===== src/rtl/pwr_mode_pkg.sv =====
`timescale 1ns/1ps
package pwr_mode_pkg;

  localparam int MODE_W     = 3;
  localparam int BIT_DOZE   = 0;
  localparam int BIT_SLOW   = 1;
  localparam int BIT_NORMAL = 2;

  typedef enum logic [2:0] {
    ST_SLEEP      = 3'd0,
    ST_DOZE       = 3'd1,
    ST_SLOW       = 3'd2,
    ST_NORMAL     = 3'd3,
    ST_XTAL_UP    = 3'd4,
    ST_PLL_UP     = 3'd5,
    ST_LEAVE_PLL  = 3'd6,
    ST_LEAVE_XTAL = 3'd7
  } pwrState_t;

  typedef enum logic [1:0] {
    CK_OFF    = 2'd0,
    CK_LOWOSC = 2'd1,
    CK_XTAL   = 2'd2,
    CK_PLL    = 2'd3
  } clkSrc_t;

  // strobes from the sequencer to the datapath
  typedef struct packed {
    logic              cntRun;
    logic              errSet;
    logic              bitsForce;
    logic [MODE_W-1:0] bitsVal;
    logic              selLoad;
    clkSrc_t           selSys;
    clkSrc_t           selCtl;
  } ctlStrobe_t;

  function automatic logic isSteady(pwrState_t s);
    return (s == ST_SLEEP) || (s == ST_DOZE) || (s == ST_SLOW) || (s == ST_NORMAL);
  endfunction

endpackage


===== src/rtl/pwr_mode_ctrl.sv =====
`timescale 1ns/1ps
module pwr_mode_ctrl
  import pwr_mode_pkg::*;
(
  input  logic              clk,
  input  logic              rstN,
  input  logic [MODE_W-1:0] modeBits,
  input  logic              intReq,
  input  logic              fastIntReq,
  input  logic              cpuWfi,
  input  logic              xtalReady,
  input  logic              pllReady,
  input  logic              timedOut,
  output pwrState_t         state,
  output ctlStrobe_t        stb,
  output logic              xtalEn,
  output logic              pllEn
);

  pwrState_t nextState;
  logic      wake;
  logic      tmoTaken;
  logic      wantFast;

  assign wake     = intReq || fastIntReq;
  assign wantFast = modeBits[BIT_SLOW] || modeBits[BIT_NORMAL];

  always_comb begin
    nextState = state;
    tmoTaken  = 1'b0;
    case (state)
      ST_SLEEP: if (wake) nextState = ST_DOZE;
      ST_DOZE: begin
        if (wantFast) nextState = ST_XTAL_UP;
        else if (modeBits == '0 && cpuWfi) nextState = ST_SLEEP;
      end
      ST_XTAL_UP: begin
        if (xtalReady) nextState = ST_SLOW;
        else if (timedOut) begin
          nextState = ST_DOZE;
          tmoTaken  = 1'b1;
        end
      end
      ST_SLOW: begin
        if (modeBits[BIT_NORMAL]) nextState = ST_PLL_UP;
        else if (!modeBits[BIT_SLOW]) nextState = ST_LEAVE_XTAL;
      end
      ST_PLL_UP: begin
        if (pllReady) nextState = ST_NORMAL;
        else if (timedOut) begin
          nextState = ST_SLOW;
          tmoTaken  = 1'b1;
        end
      end
      ST_NORMAL:     if (!modeBits[BIT_NORMAL]) nextState = ST_LEAVE_PLL;
      ST_LEAVE_PLL:  nextState = modeBits[BIT_SLOW] ? ST_SLOW : ST_DOZE;
      ST_LEAVE_XTAL: nextState = ST_DOZE;
      default:       nextState = ST_DOZE;
    endcase
  end

  always_comb begin
    stb           = '0;
    stb.cntRun    = (state == ST_XTAL_UP) || (state == ST_PLL_UP);
    stb.errSet    = tmoTaken;
    stb.selLoad   = (nextState != state) && isSteady(nextState);
    stb.selSys    = CK_LOWOSC;
    stb.selCtl    = CK_LOWOSC;
    case (nextState)
      ST_SLEEP:  stb.selSys = CK_OFF;
      ST_SLOW:   begin stb.selSys = CK_XTAL; stb.selCtl = CK_XTAL; end
      ST_NORMAL: begin stb.selSys = CK_PLL;  stb.selCtl = CK_PLL;  end
      default:   ;
    endcase
    if (state == ST_SLEEP && wake) begin
      stb.bitsForce = 1'b1;
      stb.bitsVal   = MODE_W'(1) << BIT_DOZE;
    end else if (tmoTaken) begin
      stb.bitsForce = 1'b1;
      stb.bitsVal   = (state == ST_PLL_UP) ? (MODE_W'(1) << BIT_SLOW)
                                           : (MODE_W'(1) << BIT_DOZE);
    end
  end

  always_ff @(posedge clk) begin
    if (!rstN) begin
      state  <= ST_DOZE;
      xtalEn <= 1'b0;
      pllEn  <= 1'b0;
    end else begin
      state  <= nextState;
      xtalEn <= (nextState != ST_SLEEP) && (nextState != ST_DOZE);
      pllEn  <= (nextState == ST_PLL_UP) || (nextState == ST_NORMAL) ||
                (nextState == ST_LEAVE_PLL);
    end
  end

  AST_WAKE_TO_DOZE: assert property (@(posedge clk) disable iff (!rstN)
    (state == ST_SLEEP && wake) |=> (state == ST_DOZE && modeBits == 3'b001));
  AST_SLEEP_NEEDS_WFI: assert property (@(posedge clk) disable iff (!rstN)
    (state == ST_DOZE && !(cpuWfi && modeBits == '0)) |=> (state != ST_SLEEP));
  AST_NORMAL_ENABLES: assert property (@(posedge clk) disable iff (!rstN)
    (state == ST_NORMAL) |-> (pllEn && xtalEn));
  AST_LEAVE_XTAL_LANDS: assert property (@(posedge clk) disable iff (!rstN)
    (state == ST_LEAVE_XTAL) |=> (state == ST_DOZE));

endmodule


===== src/rtl/pwr_mode_dp.sv =====
`timescale 1ns/1ps
module pwr_mode_dp
  import pwr_mode_pkg::*;
#(
  parameter int DATA_W    = 16,
  parameter int CNT_W     = 16,
  parameter int TMO_RESET = 64
) (
  input  logic              clk,
  input  logic              rstN,
  input  logic              regWrEn,
  input  logic              regAddr,
  input  logic [DATA_W-1:0] regWrData,
  output logic [DATA_W-1:0] regRdData,
  input  ctlStrobe_t        stb,
  input  pwrState_t         state,
  output logic [MODE_W-1:0] modeBits,
  output logic              timedOut,
  output logic              errFlag,
  output clkSrc_t           sysClkSel,
  output clkSrc_t           ctlClkSel
);

  localparam logic [CNT_W-1:0] CNT_MAX  = '1;
  localparam int               ERR_POS  = 2 * MODE_W;
  localparam int               ST_LO    = MODE_W;

  logic [CNT_W-1:0] tmoLimit;
  logic [CNT_W-1:0] tmoCnt;

  always_ff @(posedge clk) begin
    if (!rstN) begin
      modeBits <= MODE_W'(1) << BIT_DOZE;
      tmoLimit <= CNT_W'(TMO_RESET);
    end else begin
      if (stb.bitsForce) modeBits <= stb.bitsVal;
      else if (regWrEn && !regAddr) modeBits <= regWrData[MODE_W-1:0];
      if (regWrEn && regAddr) tmoLimit <= regWrData[CNT_W-1:0];
    end
  end

  always_ff @(posedge clk) begin
    if (!rstN || !stb.cntRun) tmoCnt <= '0;
    else if (tmoCnt != CNT_MAX) tmoCnt <= tmoCnt + 1'b1;
  end

  assign timedOut = stb.cntRun && (tmoCnt >= tmoLimit);

  always_ff @(posedge clk) begin
    if (!rstN) errFlag <= 1'b0;
    else if (stb.errSet) errFlag <= 1'b1;
  end

  always_ff @(posedge clk) begin
    if (!rstN) begin
      sysClkSel <= CK_LOWOSC;
      ctlClkSel <= CK_LOWOSC;
    end else if (stb.selLoad) begin
      sysClkSel <= stb.selSys;
      ctlClkSel <= stb.selCtl;
    end
  end

  always_comb begin
    regRdData = '0;
    if (regAddr) begin
      regRdData[CNT_W-1:0] = tmoLimit;
    end else begin
      regRdData[MODE_W-1:0]     = modeBits;
      regRdData[ST_LO +: 3]     = state;
      regRdData[ERR_POS]        = errFlag;
    end
  end

  AST_ERR_STICKY: assert property (@(posedge clk) disable iff (!rstN)
    errFlag |=> errFlag);
  AST_SLEEP_CLOCKS: assert property (@(posedge clk) disable iff (!rstN)
    (state == ST_SLEEP) |-> (sysClkSel == CK_OFF && ctlClkSel == CK_LOWOSC));

endmodule


===== src/rtl/pwr_mode_seq.sv =====
`timescale 1ns/1ps
module pwr_mode_seq
  import pwr_mode_pkg::*;
#(
  parameter int DATA_W    = 16,
  parameter int CNT_W     = 16,
  parameter int TMO_RESET = 64
) (
  input  logic              clk,
  input  logic              rstN,
  input  logic              regWrEn,
  input  logic              regAddr,
  input  logic [DATA_W-1:0] regWrData,
  output logic [DATA_W-1:0] regRdData,
  input  logic              intReq,
  input  logic              fastIntReq,
  input  logic              cpuWfi,
  input  logic              xtalReady,
  input  logic              pllReady,
  output logic              xtalEn,
  output logic              pllEn,
  output logic [1:0]        sysClkSel,
  output logic [1:0]        ctlClkSel
);

  pwrState_t         state;
  ctlStrobe_t        stb;
  logic [MODE_W-1:0] modeBits;
  logic              timedOut;
  logic              errFlag;
  clkSrc_t           sysSel;
  clkSrc_t           ctlSel;
  logic              inTransit;

  pwr_mode_ctrl u_ctrl (
    .clk(clk), .rstN(rstN), .modeBits(modeBits), .intReq(intReq),
    .fastIntReq(fastIntReq), .cpuWfi(cpuWfi), .xtalReady(xtalReady),
    .pllReady(pllReady), .timedOut(timedOut), .state(state), .stb(stb),
    .xtalEn(xtalEn), .pllEn(pllEn)
  );

  pwr_mode_dp #(.DATA_W(DATA_W), .CNT_W(CNT_W), .TMO_RESET(TMO_RESET)) u_dp (
    .clk(clk), .rstN(rstN), .regWrEn(regWrEn), .regAddr(regAddr),
    .regWrData(regWrData), .regRdData(regRdData), .stb(stb), .state(state),
    .modeBits(modeBits), .timedOut(timedOut), .errFlag(errFlag),
    .sysClkSel(sysSel), .ctlClkSel(ctlSel)
  );

  assign sysClkSel = sysSel;
  assign ctlClkSel = ctlSel;
  assign inTransit = !isSteady(state);

  AST_SEL_HOLD_IN_TRANSIT: assert property (@(posedge clk) disable iff (!rstN)
    inTransit |=> (!inTransit || ($stable(sysClkSel) && $stable(ctlClkSel))));
  AST_SEL_MOVES_ON_ENTRY: assert property (@(posedge clk) disable iff (!rstN)
    (!$stable(sysClkSel)) |-> (!inTransit && state != $past(state)));

endmodule


===== config.mk =====
export PLATFORM = sky130hd
export DESIGN_NAME = pwr_mode_seq
export DESIGN_NICKNAME = d
export VERILOG_FILES = /design/src/rtl/pwr_mode_pkg.sv /design/src/rtl/pwr_mode_ctrl.sv /design/src/rtl/pwr_mode_dp.sv /design/src/rtl/pwr_mode_seq.sv
export SDC_FILE = /design/constraint.sdc
export NUM_CORES = 1
export LEC_CHECK = 0
export BUFFER_PORTS_ARGS = -buffer_cell sky130_fd_sc_hd__buf_4
export CAP_MARGIN = 20
export CORE_ASPECT_RATIO = 1.2
export CORE_MARGIN = 1.5
export CORE_UTILIZATION = 45
export DETAILED_ROUTE_END_ITERATION = 6
export PLACE_DENSITY_LB_ADDON = 0.12
export SYNTH_ARGS = -nofsm -noshare
export SYNTH_HDL_FRONTEND = slang
export SYNTH_SLANG_ARGS = --single-unit

===== constraint.sdc =====
create_clock -name clk -period 2.3 [get_ports clk]
set_input_delay 0.345 -clock clk [delete_from_list [all_inputs] [get_ports clk]]
set_output_delay 0.345 -clock clk [all_outputs]
set_load 0.005 [all_outputs]

# Word level (Yosys, flattened, before mapping)
# Index checks and enable logic that the tools add are counted.
[word_totals]
reg_bits = 45
elab_cells = 75
output_inout_bits = 22
[classes]
reduce_logical = 24
eq_ne = 15
add_sub_neg = 1
n_lt_le_gt_ge = 1
muxes = 25
[op_table]
columns = ["operator", "n"]
rows = [
  ["$mux 3", 12],
  ["$pmux 3 s8", 1],
  ["$eq 3x3->1 const B", 6],
  ["$add 16x1->16 const B", 1],
  ["$ge 16x16->1", 1],
  ["$ne 16x16->1 const B", 1],
  ["$eq 3x2->1 const B", 4],
  ["$logic_not 3->1", 3],
  ["$logic_or 1x1->1", 9],
  ["$mux 9", 1],
  ["$mux 4", 2],
  ["$logic_and 1x1->1", 7],
  ["$mux 7", 1],
  ["$eq 3x1->1 const B", 2],
  ["$pmux 2 s3", 1],
  ["$mux 2", 2],
  ["$pmux 2 s2", 1],
  ["$logic_not 1->1", 3],
  ["$mux 1", 3],
  ["$ne 3x1->1 const B", 1],
  ["$ne 3x3->1", 1],
  ["$reduce_bool 3->1", 1],
  ["$pmux 1 s2", 1],
  ["$reduce_bool 2->1", 1],
]

# Depth between registers and ports, before layout
# Gate-level depths: netlist of run 1.
[logic_depth]
word_depth = 11
depth_mapped = 9
ltp_nobuf = 9

# Modules after synthesis
# A second synthesis of run 1 with hierarchy kept.
[unflattened]
cells_unflattened = 328
area_unflattened_um2 = 2777.7
[by_module_without_submodules]
columns = ["mod", "seq_area_each_um2", "cells_each", "n_inst", "area_each_um2"]
rows = [
  ["pwr_mode_dp", 800.8, 266, 1, 2287.2],
  ["pwr_mode_ctrl", 100.1, 62, 1, 490.5],
]

# Worst setup path before layout of run 1
# No wires, ideal clock.
[synth_timing]
kind = "reg2reg"
from = "register u_dp.tmoLimit[13]"
to = "register u_dp.ctlClkSel[1]"
t_required_ns = 2.234
period_less_slack_ns = 2.250
stages_incl_launch_ff = 10
path_slack_ns = 0.050
t_arrival_ns = 2.184
path_cell_list = "dfxtp_1 -> inv_1 -> ha_1 -> and4_4 -> nand4_1 -> or4_4 -> a41oi_4 -> o21ai_2 -> or2_1 -> a21boi_2"
[synth_between]
elab_chain_cells = 10
[synth_lines]
columns = ["item", "line", "rtl"]
rows = [
  ["start, declared", "pwr_mode_dp.sv:28", "logic [CNT_W-1:0] tmoLimit;"],
  ["start signal, assigned", "pwr_mode_dp.sv:34", "tmoLimit <= CNT_W'(TMO_RESET);"],
  ["start signal, assigned", "pwr_mode_dp.sv:38", "if (regWrEn && regAddr) tmoLimit <= regWrData[CNT_W-1:0];"],
  ["$ge 16x16->1 *", "pwr_mode_dp.sv:47", "assign timedOut = stb.cntRun && (tmoCnt >= tmoLimit);"],
  ["$logic_and 1x1->1 *", "pwr_mode_dp.sv:47", ""],
  ["$mux 3 (on tied branches)", "pwr_mode_ctrl.sv:50, pwr_mode_ctrl.sv:39", ""],
  ["$mux 3 (on tied branches)", "pwr_mode_ctrl.sv:49, pwr_mode_ctrl.sv:38", ""],
  ["$pmux 3 s8 *", "pwr_mode_ctrl.sv:31", "case (state)"],
  ["$eq 3x1->1 / $logic_not 3->1 (equally long branches)", "pwr_mode_pkg.sv:39", "return (s == ST_SLEEP) || (s == ST_DOZE) || (s == ST_SLOW) || (s == ST_NORMAL);"],
  ["$logic_or 1x1->1 (3 in series)", "pwr_mode_pkg.sv:39", ""],
  ["$logic_and 1x1->1", "pwr_mode_ctrl.sv:66", "stb.selLoad = (nextState != state) && isSteady(nextState);"],
  ["end signal, assigned", "pwr_mode_dp.sv:60", "ctlClkSel <= stb.selCtl;"],
  ["end, declared", "pwr_mode_dp.sv:21", "output clkSrc_t ctlClkSel"],
]
# Every way passes the cells marked *; elsewhere a longest branch is shown, timed or not.
# A chain may end at the register's enable or synchronous reset.

# Worst setup path in the final report of run 1
[layout_timing]
from = "register u_dp.tmoLimit[13]"
to = "register u_dp.modeBits[0]"
[layout_between]
elab_chain_cells = 8
[layout_lines]
columns = ["item", "line", "rtl"]
rows = [
  ["$ge 16x16->1 *", "pwr_mode_dp.sv:47", ""],
  ["$logic_and 1x1->1 *", "pwr_mode_dp.sv:47", ""],
  ["$mux 1 *", "pwr_mode_ctrl.sv:39, pwr_mode_ctrl.sv:50", ""],
  ["$mux 1 (on tied branches)", "pwr_mode_ctrl.sv:49, pwr_mode_ctrl.sv:38", ""],
  ["$pmux 1 s2 *", "pwr_mode_ctrl.sv:31", ""],
  ["$mux 4 *", "pwr_mode_ctrl.sv:78", "end else if (tmoTaken) begin"],
  ["$mux 4 *", "pwr_mode_ctrl.sv:75", "if (state == ST_SLEEP && wake) begin"],
  ["$mux 3 / $reduce_bool 2->1 (equally long branches)", "n/a", ""],
  ["end signal, assigned", "pwr_mode_dp.sv:33", "modeBits <= MODE_W'(1) << BIT_DOZE;"],
  ["end signal, assigned", "pwr_mode_dp.sv:36", "if (stb.bitsForce) modeBits <= stb.bitsVal;"],
  ["end signal, assigned", "pwr_mode_dp.sv:37", "else if (regWrEn && !regAddr) modeBits <= regWrData[MODE_W-1:0];"],
  ["end, declared", "pwr_mode_dp.sv:17", "output logic [MODE_W-1:0] modeBits,"],
]
# Marks and branches as above.

==> impl_metrics.csv, run 1 <==
group,metric,value,unit
logic_synthesis,yosys.area.top_type,"dfxtp_1",
clock_network,cts.sinks,44,
grt,grt_pass1_wl,10570,microns
detailed_routing,drt_iter0_drc,100,
run,drv_cap,0,
power,irDropWorstVdd,0.3625,mV
setup_path,end_kind,"flop",
floorplanning,row_count,29,
logic_synthesis,synth-edff-count,0,
clock_network,worstSkewPairLatency,0.30,ns
logic_synthesis,synthesis.instances,312,
clock_network,numCtsBuffers,5,
logic_synthesis,postSynthAreaPerCell,8.217,sq um
sta,maxSlewViolCount,0,
finish,final_nets,425,
power,p_leak,0.001401,uW
sta,tns,0,ns
clock_network,clockRootBuffer,"clkbuf_8",
logic_synthesis,ys_seq_elements,44,
clock_network,htreeDepth,2,
place,dp_hpwl,4631,microns
setup_path,crit_start,"u_dp.tmoLimit[13]$_SDFFE_PN0P_",
logic_synthesis,synth_area_leaders,"dfxtp_1 34%, ha_1 8.3%, nand2_1 7.5%",
power,p_clk_share,23.2,%
setup_path,crit_arrival,2.46,ns
setup_path,worstPathRequired,2.47,ns
logic_synthesis,synthArstFlopShare,0,%
logic_synthesis,syn-num-nets,354,
place,routabilityCongestion,0.8317,
clock_network,clock_path_buffers,2,
sta,rsz0062_at_grt,"true",
setup_path,start_kind,"flop",
sta,setup_viol,0,
sta,finalCritPeriodShare,99.44,%
power,swShare,33.01,%
sta,tightest_slew,0.6074,ns
setup_path,crit_type,"reg -> reg",
grt,grt_use_total,21.35,%
place,portBuffers,46,
detailed_routing,ant_nets,0,
logic_synthesis,ys.flop_type,"dfxtp_1",
floorplanning,core_area,5406,sq um
run_status,outcome,"finished, final reports clean",
power,p_sw,737.6,uW
logic_synthesis,yosysMostFrequentCell,"nand2_1",
detailed_routing,drt_wl_total,6281,microns
floorplanning,die_area,6160,sq um
detailed_routing,wl_per_cell,14.08,microns
finish,diodes,0,
sta,fin_crit,2.287,ns
clock_network,clkTransAtPathRegs,0.09,ns
floorplanning,initial_core_util,47.42,%
setup_path,reg2reg_from,"u_dp.tmoLimit[13]$_SDFFE_PN0P_",
power,power_frac_comb,36.2,%
logic_synthesis,yosys-top-cells-count,"51 x nand2_1, 44 x dfxtp_1, 26 x nor2_1, 25 x inv_1, 17 x ha_1",
logic_synthesis,synth_top_area_share,34.36,%
grt,grt_start_max_net_pins,31,
power,cell_internal_pwr,1497,uW
worst_hold_path,hold_start,"regWrData[6]",
grt,grt_pass1_vias,2290,
floorplanning,fp.dieH,85.68,microns
detailed_routing,post_drt_via_cell_ratio,5.238,
logic_synthesis,synth_cell_type_count,54,
grt,antenna_found_initial,0,
floorplanning,die_x,71.90,microns
logic_synthesis,yosysWarnings,0,
finish,area_delta_synth_final,34.85,%
sta,hold_viol_final,0,
sta,max_slew_margin,59.51,%
sta,hold-worst-slack,0.2731,ns
finish,layout-drive-gt1-share,36.20,%
detailed_routing,drc,0,
logic_synthesis,netlist_area,2564,sq um
sta,max_freq,0.4372,GHz
clock_network,cts_tree,"built",
sta,finalClockSkew,0.009458,ns
logic_synthesis,yosysSeqAreaShare,34.36,%
worst_hold_path,hp-class,"in -> reg",
setup_path,worst-path-max-fanout,5,
power,sequentialPowerShare,40.6,%
detailed_routing,vias,2336,
grt,grt.overflow.total,0,
floorplanning,pin_count,47,
detailed_routing,drtPass1Iterations,4,
power,powerDensity,646.3,nW/um^2
==> routing by layer <==
layer / track usage (%) / share of wire (%) / up-vias
met2: 34.51 / 48 / 38
met3: 3.878 / 2.9 / 5
met1: 29.32 / 48 / 1085
met5: 0 / 0 / -
li1: - / - / 1208
met4: 5.489 / 0.99 / 0
==> area by class of cell <==
class                           instances  area (sq um)
Fill cell                             485          1949
Clock buffer                            7         86.33
Timing Repair Buffer                   76         570.5
Clock inverter                          1         7.507
Sequential cell                        44         898.4
Multi-Input combinational cell        231          1723
Inverter                               25         93.84
Tap cell                               62         77.57
==> cells in the final DEF (no fill, tap or decap), types with 6 or more instances in the layout <==
master,count
a21boi_0,16
inv_2,6
ha_1,9
dfxtp_2,14
a21oi_1,7
ha_4,8
nor2_1,24
dfxtp_1,30
inv_1,19
nand2_1,50
and2_1,13
nor2b_1,9
o21ai_0,10
clkbuf_8,6
buf_4,76
==> worst paths after layout <==
path	cells past startpoint	slack (ns)	to
worst max-delay path	8	0.01	u_dp.modeBits[0]$_SDFFE_PN1P_
worst min-delay path	3	0.27	u_dp.tmoLimit[6]$_SDFFE_PN1P_
worst max register to register	8	0.01	u_dp.modeBits[0]$_SDFFE_PN1P_
worst min register to register	2	0.48	u_dp.tmoLimit[4]$_SDFFE_PN0P_
==> cells by family after synthesis <==
group	synth area share [%]
and+or+nand+nor	26.50
AOI/OAI and AO/OA	18.40
DFF	34.36
buffers and inverters	5.564
adders and majority gates	8.297
muxes	4.148
xor gates and xnor gates	2.733
==> state kept, by name, indices dropped and copies added, names as in the netlist <==
register,count
u_ctrl.state,3
u_dp.tmoLimit,16
u_ctrl.xtalEn,1
u_dp.errFlag,1
u_dp.sysClkSel,1
u_dp.tmoCnt,16
u_dp.modeBits,3
u_dp.ctlClkSel,2
u_ctrl.pllEn,1
==> critical path, cell delays in order, from the launching register on <==
cell	delay, ns
dfxtp_2	0.34
inv_2	0.05
ha_4	0.26
and4_4	0.22
nand4_1	0.08
or4_4	0.55
and3_4	0.25
o32ai_1	0.26
o311ai_1	0.14
==> power by group through the flow <==
stage / clock, uW / combinational [uW] / sequential [uW]
after floorplan: 0 / 455 / 899
after global placement: 0 / 699 / 918
after detailed placement: 0 / 712 / 917
after CTS: 529 / 752 / 901
after global routing: 564 / 891 / 917
final: 519 / 808 / 907
==> through the flow <==
step | power, uW | worst slack, ns | instance area (sq um) | cells | util (%)
6_report | 2234 | 0.01277 | 3457 | 446 | 63.94
5_1_grt | 2372 | -0.05093 | 3457 | 446 | 63.94
4_1_cts | 2182 | 0.003600 | 3268 | 442 | 60.45
3_5_place_dp | 1629 | -0.04265 | 3133 | 434 | 57.95
3_3_place_gp | 1617 | 0.01986 | 3133 | 434 | 57.95
2_1_floorplan | 1354 | 0.05014 | 2564 | 312 | -
==> repair_timing <==
action | 4_1_cts | 5_1_grt
hold buffers | 0 | 0
setup endpoints to repair | 5 | 10
cloned | 0 | 0
setup buffers | 0 | 4
gates resized for setup | 10 | 32
pin swaps | 2 | 14
No activity file was read; power rests on OpenSTA's default activity.
==> inputs of run 2 (changes only) <==
--- a/config.mk
+++ b/config.mk
@@ -9,7 +9,7 @@
 export CAP_MARGIN = 20
 export CORE_ASPECT_RATIO = 1.2
 export CORE_MARGIN = 1.5
-export CORE_UTILIZATION = 45
+export CORE_UTILIZATION = 50
 export DETAILED_ROUTE_END_ITERATION = 6
 export PLACE_DENSITY_LB_ADDON = 0.12
 export SYNTH_ARGS = -nofsm -noshare
==> run 2 against run 1 <==
  * The flow now finishes with violations (setup timing)
  * Wire length shrank 1.5%
  * Register-to-register slack lost 0.02 ns
  * Critical path depth grew 2
  * First-iteration DRC count grew 2.0%
  * Clock skew shrank 0.0060 ns
  * Largest cell class unchanged
  * Hold slack gained 0.014 ns
==> impl_metrics.csv, run 2 (synthesized netlist as in run 1, its figures left out) <==
group,metric,value,unit
clock_network,clock_path_buffers,2,
place,routabilityCongestion,0.8399,
power,fin_total_pwr,2184,uW
setup_path,r2r_end,"u_dp.sysClkSel[0]$_SDFFE_PN1P_",
place,dp_hpwl,4470,microns
power,p_leak,0.001378,uW
grt,grt_pass1_vias,2203,
sta,tightest_slew,0.5784,ns
floorplanning,pin_count,47,
finish,final_common_cell,"buf_4",
finish,area_delta_synth_final,32.36,%
setup_path,rrSetupSlack,-0.007,ns
sta,fin_crit,2.307,ns
worst_hold_path,hp-class,"in -> reg",
detailed_routing,drt_wl_total,6186,microns
grt,grt_pass1_wl,9901,microns
setup_path,crit_type,"reg -> reg",
clock_network,numCtsBuffers,5,
grt,grt_use_total,23.43,%
finish,seq_area,898.4,sq um
place,dpl.cell_count,431,
floorplanning,core_area,4940,sq um
sta,maxSlewViolCount,0,
setup_path,reg2reg_depth,10,
finish,final_util,68.69,%
detailed_routing,post_drt_via_cell_ratio,5.393,
sta,finalClockSkew,0.003488,ns
clock_network,clkTransAtPathRegs,0.08,ns
floorplanning,row_count,28,
sta,hold_viol_final,0,
place,portBuffers,46,
finish,layout-drive-gt1-share,34.21,%
finish,final_cell_mix,"73 x buf_4, 50 x nand2_1, 30 x dfxtp_1",
sta,hold-worst-slack,0.2871,ns
sta,finalWorstSetupSlack,-0.007268,ns
clock_network,clockRootBuffer,"clkbuf_8",
worst_hold_path,hold_end,"u_dp.tmoLimit[8]$_SDFFE_PN0P_",
grt,antenna_found_initial,0,
clock_network,cts.sinks,44,
floorplanning,die_area,5568,sq um
power,irDropWorstVdd,0.4470,mV
setup_path,start_kind,"flop",
sta,tns,-0.01432,ns
setup_path,slowest_stage,"or4_4",
grt,grt.overflow.total,0,
worst_hold_path,hold_start,"regWrData[8]",
grt,grt_start_max_net_pins,31,
detailed_routing,ant_nets,0,
sta,setup_viol,2,
setup_path,end_kind,"flop",
detailed_routing,drtPass1Iterations,4,
clock_network,worstSkewPairLatency,0.30,ns
floorplanning,fp.dieH,81.44,microns
finish,final_nets,422,
setup_path,cpPeakStageDelay,0.53,ns
clock_network,cts_tree,"built",
power,powerDensity,643.7,nW/um^2
worst_hold_path,min_path_cells,3,
sta,max_slew_margin,61.44,%
sta,finalCritPeriodShare,100.3,%
sta,max_freq,0.4334,GHz
detailed_routing,wl_per_cell,14.06,microns
sta,rsz0062_at_grt,"true",
setup_path,crit_chain,"inv_1 > ha_1 > nand2b_1 > a2111oi_2 > buf_4 > or4_4 > a31oi_2 > o221ai_4 > nor2_1 > o21ai_1",
floorplanning,initial_core_util,51.90,%
setup_path,critPathBufInv,2,
finish,multiInputGateArea,1700,sq um
run_status,violations,"setup timing",
clock_network,htreeDepth,2,
run_status,outcome,"complete, but fails checks",
finish,final.fill_count,416,
detailed_routing,drt_iter0_drc,102,
finish,layoutNonFillerInstCount,440,
run,drv_cap,0,
floorplanning,die_x,68.37,microns
detailed_routing,vias,2373,
setup_path,worst-path-max-fanout,4,
setup_path,reg2reg_from,"u_dp.tmoCnt[0]$_SDFFE_PP0P_",
finish,largestRegisters,"u_dp.tmoCnt: 16 flops, u_dp.tmoLimit: 16 flops",
setup_path,worstPathRequired,2.48,ns
finish,diodes,0,
setup_path,crit_arrival,2.48,ns
setup_path,cpLargestDelayFamily,"simple AND/OR/NAND/NOR gates",
clock_network,holdBufCountCts,0,
detailed_routing,drc,0,
run 2: cell types whose count changed in the layout (fill, tap and decap cells not counted), moves of 2 or more:
cell     previous run  this run
buf_4              76        73
inv_1              19        22
inv_2               6         3
ha_1                9        11
ha_4                8         6
o32ai_1             3         1
o32ai_2             0         2
run 2: report_power, final:
part	total (uW)	internal (uW)	switching, uW
Sequential	921	837	83.8
Clock	467	207	260
Combinational	796	418	379
Total	2180	1460	723
run 2: tightest hold or removal path, cell delays in order:
cell	delay (ns)
buf_4	0.11
nand2_1	0.04
a21boi_0	0.06
run 2: area by class of cell:
type / instances / share of cell area [%]
clock buffers: 6 / 2.139
clock inverters: 1 / 0.1475
inverters: 25 / 2.765
well taps: 60 / 2.212
multi-input cells: 231 / 50.11
flip-flops and latches: 44 / 26.47
repair buffers: 73 / 16.15
run 2: timing repair:
| action | in CTS | in global routing |
|---|---|---|
| gates resized for setup | 5 | 32 |
| buffers inserted | 0 | 2 |
| pin swaps | 1 | 14 |
| cloned | 0 | 0 |
| endpoints found under the setup margin | 3 | 8 |
run 2: worst max path at each step:
stage	from	endpoint	cells past startpoint
after global placement	u_dp.tmoLimit[12]$_SDFFE_PN0P_	u_dp.modeBits[1]$_SDFFE_PN0P_	9
after CTS	u_dp.tmoLimit[8]$_SDFFE_PN0P_	u_dp.ctlClkSel[0]$_SDFFE_PN1P_	9
after detailed placement	u_dp.tmoLimit[13]$_SDFFE_PN0P_	u_dp.modeBits[1]$_SDFFE_PN0P_	9
final	u_dp.tmoCnt[0]$_SDFFE_PP0P_	u_dp.sysClkSel[0]$_SDFFE_PN1P_	10
after floorplan	u_dp.tmoLimit[13]$_SDFFE_PN0P_	u_dp.ctlClkSel[1]$_SDFFE_PN0P_	9
after global routing	u_dp.tmoCnt[0]$_SDFFE_PP0P_	u_dp.sysClkSel[0]$_SDFFE_PN1P_	10
run 2: stage by stage:
stage	cell area (sq um)	setup slack, ns
detailed placement	3123	-0.03798
floorplan	2564	0.05014
global route	3393	-0.09769
global placement	3123	0.01366
finish	3393	-0.007268
CTS	3226	-0.005659
run 2: per-layer routing:
metal,part of all wire [%],GRT usage (%)
met1,47,31.63
met2,48,38.25
met3,4.0,4.658
met4,1.3,5.600
met5,0,0
==> inputs of run 3 (changes only) <==
==> constraint.sdc (replaced) <==
create_clock -name clk -period 1.9 [get_ports clk]
set_input_delay 0.285 -clock clk [delete_from_list [all_inputs] [get_ports clk]]
set_output_delay 0.285 -clock clk [all_outputs]
set_load 0.005 [all_outputs]
==> run 3 against run 2 <==
  * The run still ends with setup timing left
  * Clock-buffer cell count grew 1
  * Via count rose by 5.8%
  * First-iteration DRC count increased by 34%
  * Setup slack worse by 0.41 ns
  * Sequential power up 18%
  * Non-clock buffer count up 31
  * Global-route usage increased by 2.8 points
  * Critical path depth down 1
  * Die area did not move
  * Fmax shrank 0.62%
  * Critical endpoint is now u_dp.modeBits[1]$_SDFFE_PN0P_
  * Largest power group unchanged
==> impl_metrics.csv, run 3 (synthesized netlist as in run 1, its figures left out) <==
group,metric,value,unit
run_status,outcome,"complete, but fails checks",
run_status,violations,"setup timing",
detailed_routing,ant_nets,0,
setup_path,cpPeakStageDelay,0.60,ns
sta,hold_viol_final,0,
place,dpl.cell_count,457,
clock_network,cts_tree,"built",
setup_path,crit_chain,"inv_2 > ha_4 > and4_4 > nand2_2 > or4_4 > and3_4 > o21bai_4 > o32ai_2 > o311a_1",
detailed_routing,drt_wl_total,6961,microns
grt,use_met3,3.836,%
floorplanning,die_x,68.37,microns
sta,finalClockSkew,0.003789,ns
detailed_routing,post_drt_via_cell_ratio,5.329,
finish,multiInputGateArea,1780,sq um
power,fin_total_pwr,2776,uW
sta,fin_crit,2.322,ns
grt,grt.overflow.total,0,
finish,layoutNonFillerInstCount,471,
place,dp_hpwl,4895,microns
grt,grt_start_max_net_pins,31,
place,portBuffers,46,
run,drv_cap,0,
setup_path,start_kind,"flop",
setup_path,reg2reg_from,"u_dp.tmoLimit[9]$_SDFFE_PN0P_",
setup_path,slowest_stage,"or4_4",
setup_path,worstPathRequired,2.09,ns
setup_path,rrSetupSlack,-0.42,ns
sta,finalWorstSetupSlack,-0.4216,ns
power,irDropWorstVdd,0.7914,mV
sta,max_freq,0.4307,GHz
finish,final.fill_count,370,
detailed_routing,drt_iter0_drc,137,
clock_network,clkTransAtPathRegs,0.08,ns
sta,rsz0062_at_grt,"true",
setup_path,cpLargestDelayFamily,"simple AND/OR/NAND/NOR gates",
finish,diodes,0,
setup_path,crit_type,"reg -> reg",
finish,seq_area,900.9,sq um
worst_hold_path,min_path_cells,3,
detailed_routing,drtPass1Iterations,4,
sta,finalCritPeriodShare,122.2,%
grt,busiest_layer,"met2",
sta,maxSlewViolCount,0,
finish,final_nets,453,
grt,use_met1,29.44,%
worst_hold_path,hold_start,"regWrData[12]",
clock_network,clock_path_buffers,2,
sta,setup_viol,12,
setup_path,reg2reg_depth,9,
worst_hold_path,hp-class,"in -> reg",
floorplanning,row_count,28,
power,powerDensity,741.9,nW/um^2
grt,grt_use_total,26.28,%
power,p_leak,0.001576,uW
floorplanning,pin_count,47,
setup_path,critPathBufInv,1,
detailed_routing,vias,2510,
place,routabilityCongestion,0.8068,
setup_path,end_kind,"flop",
floorplanning,die_area,5568,sq um
grt,grt_pass1_wl,10980,microns
place,place_ws,-0.4981,ns
clock_network,htreeDepth,2,
clock_network,worstSkewPairLatency,0.29,ns
worst_hold_path,hold_end,"u_dp.tmoLimit[12]$_SDFFE_PN0P_",
finish,final_cell_mix,"100 x buf_4, 50 x nand2_1, 28 x dfxtp_1",
grt,antenna_found_initial,0,
floorplanning,initial_core_util,51.90,%
grt,met2_usage,49.03,%
sta,tightest_slew,0.5514,ns
finish,area_delta_synth_final,45.97,%
detailed_routing,drc,0,
detailed_routing,wl_per_cell,14.78,microns
setup_path,r2r_end,"u_dp.modeBits[1]$_SDFFE_PN0P_",
finish,layout-drive-gt1-share,43.07,%
finish,largestRegisters,"u_dp.tmoCnt: 16 flops, u_dp.tmoLimit: 16 flops",
finish,final_util,75.76,%
setup_path,crit_arrival,2.51,ns
floorplanning,core_area,4940,sq um
sta,tns,-4.045,ns
clock_network,clockRootBuffer,"clkbuf_8",
floorplanning,fp.dieH,81.44,microns
clock_network,cts.sinks,44,
sta,max_slew_margin,63.15,%
setup_path,worst-path-max-fanout,5,
finish,final_common_cell,"buf_4",
clock_network,numCtsBuffers,5,
grt,grt_pass1_vias,2470,
[run 3: where the power goes]
| part | leakage [uW] | switching [uW] | internal [uW] |
|---|---|---|---|
| sequential | 0.000365 | 75.3 | 1010 |
| clock | 0.0000503 | 303 | 324 |
| combinational | 0.00116 | 515 | 546 |
[run 3: worst reg2reg max path: cells and delay by family (launching register included)]
| family | cells | cell delay (ns) |
|---|---|---|
| adders and majority gates | 1 | 0.27 |
| and+or+nand+nor | 4 | 1.11 |
| DFF | 1 | 0.35 |
| buffers and inverters | 1 | 0.05 |
| AOI/OAI and AO/OA | 3 | 0.44 |
[run 3: cell type report]
type                            instances  area share (%)
Sequential cell                        44           24.07
Multi-Input combinational cell        231           47.58
Inverter                               25           2.508
Clock buffer                            7           2.574
Timing Repair Buffer                  104           21.26
Tap cell                               60           2.006
[run 3: how the worst max path moves through the flow]
stage	endpoint	from	slack, ns	depth (start not counted)
after floorplan	u_dp.ctlClkSel[1]$_SDFFE_PN0P_	u_dp.tmoLimit[14]$_SDFFE_PN0P_	-0.34	9
after global placement	u_dp.ctlClkSel[0]$_SDFFE_PN1P_	u_dp.tmoLimit[14]$_SDFFE_PN0P_	-0.41	9
after detailed placement	u_dp.modeBits[0]$_SDFFE_PN1P_	u_dp.tmoLimit[14]$_SDFFE_PN0P_	-0.50	8
after CTS	u_dp.modeBits[1]$_SDFFE_PN0P_	u_dp.tmoLimit[10]$_SDFFE_PN0P_	-0.38	9
after global routing	u_dp.ctlClkSel[0]$_SDFFE_PN1P_	u_dp.tmoLimit[11]$_SDFFE_PN0P_	-0.48	9
final	u_dp.modeBits[1]$_SDFFE_PN0P_	u_dp.tmoLimit[9]$_SDFFE_PN0P_	-0.42	9
[run 3: per-layer routing]
| layer | part of all wire [%] | routed length [microns] |
|---|---|---|
| met1 | 41 | 2871 |
| met5 | 0 | 0 |
| met2 | 54 | 3762 |
| met4 | 2.6 | 178 |
| met3 | 2.1 | 149 |
[run 3: stage by stage]
stage	hold slack [ns]	instance area, sq um
2_1_floorplan	0.4225	2572
3_3_place_gp	0.4435	3327
3_5_place_dp	0.4535	3327
4_1_cts	0.2363	3661
5_1_grt	0.2458	3742
6_report	0.2376	3742
[run 3: what timing repair did]
action | 4_1_cts | 5_1_grt
endpoints found under the setup margin | 17 | 26
gates resized for setup | 42 | 20
endpoints found under the hold margin | 0 | 0
pin swaps | 19 | 16
hold buffers | 0 | 0
setup buffers | 5 | 2
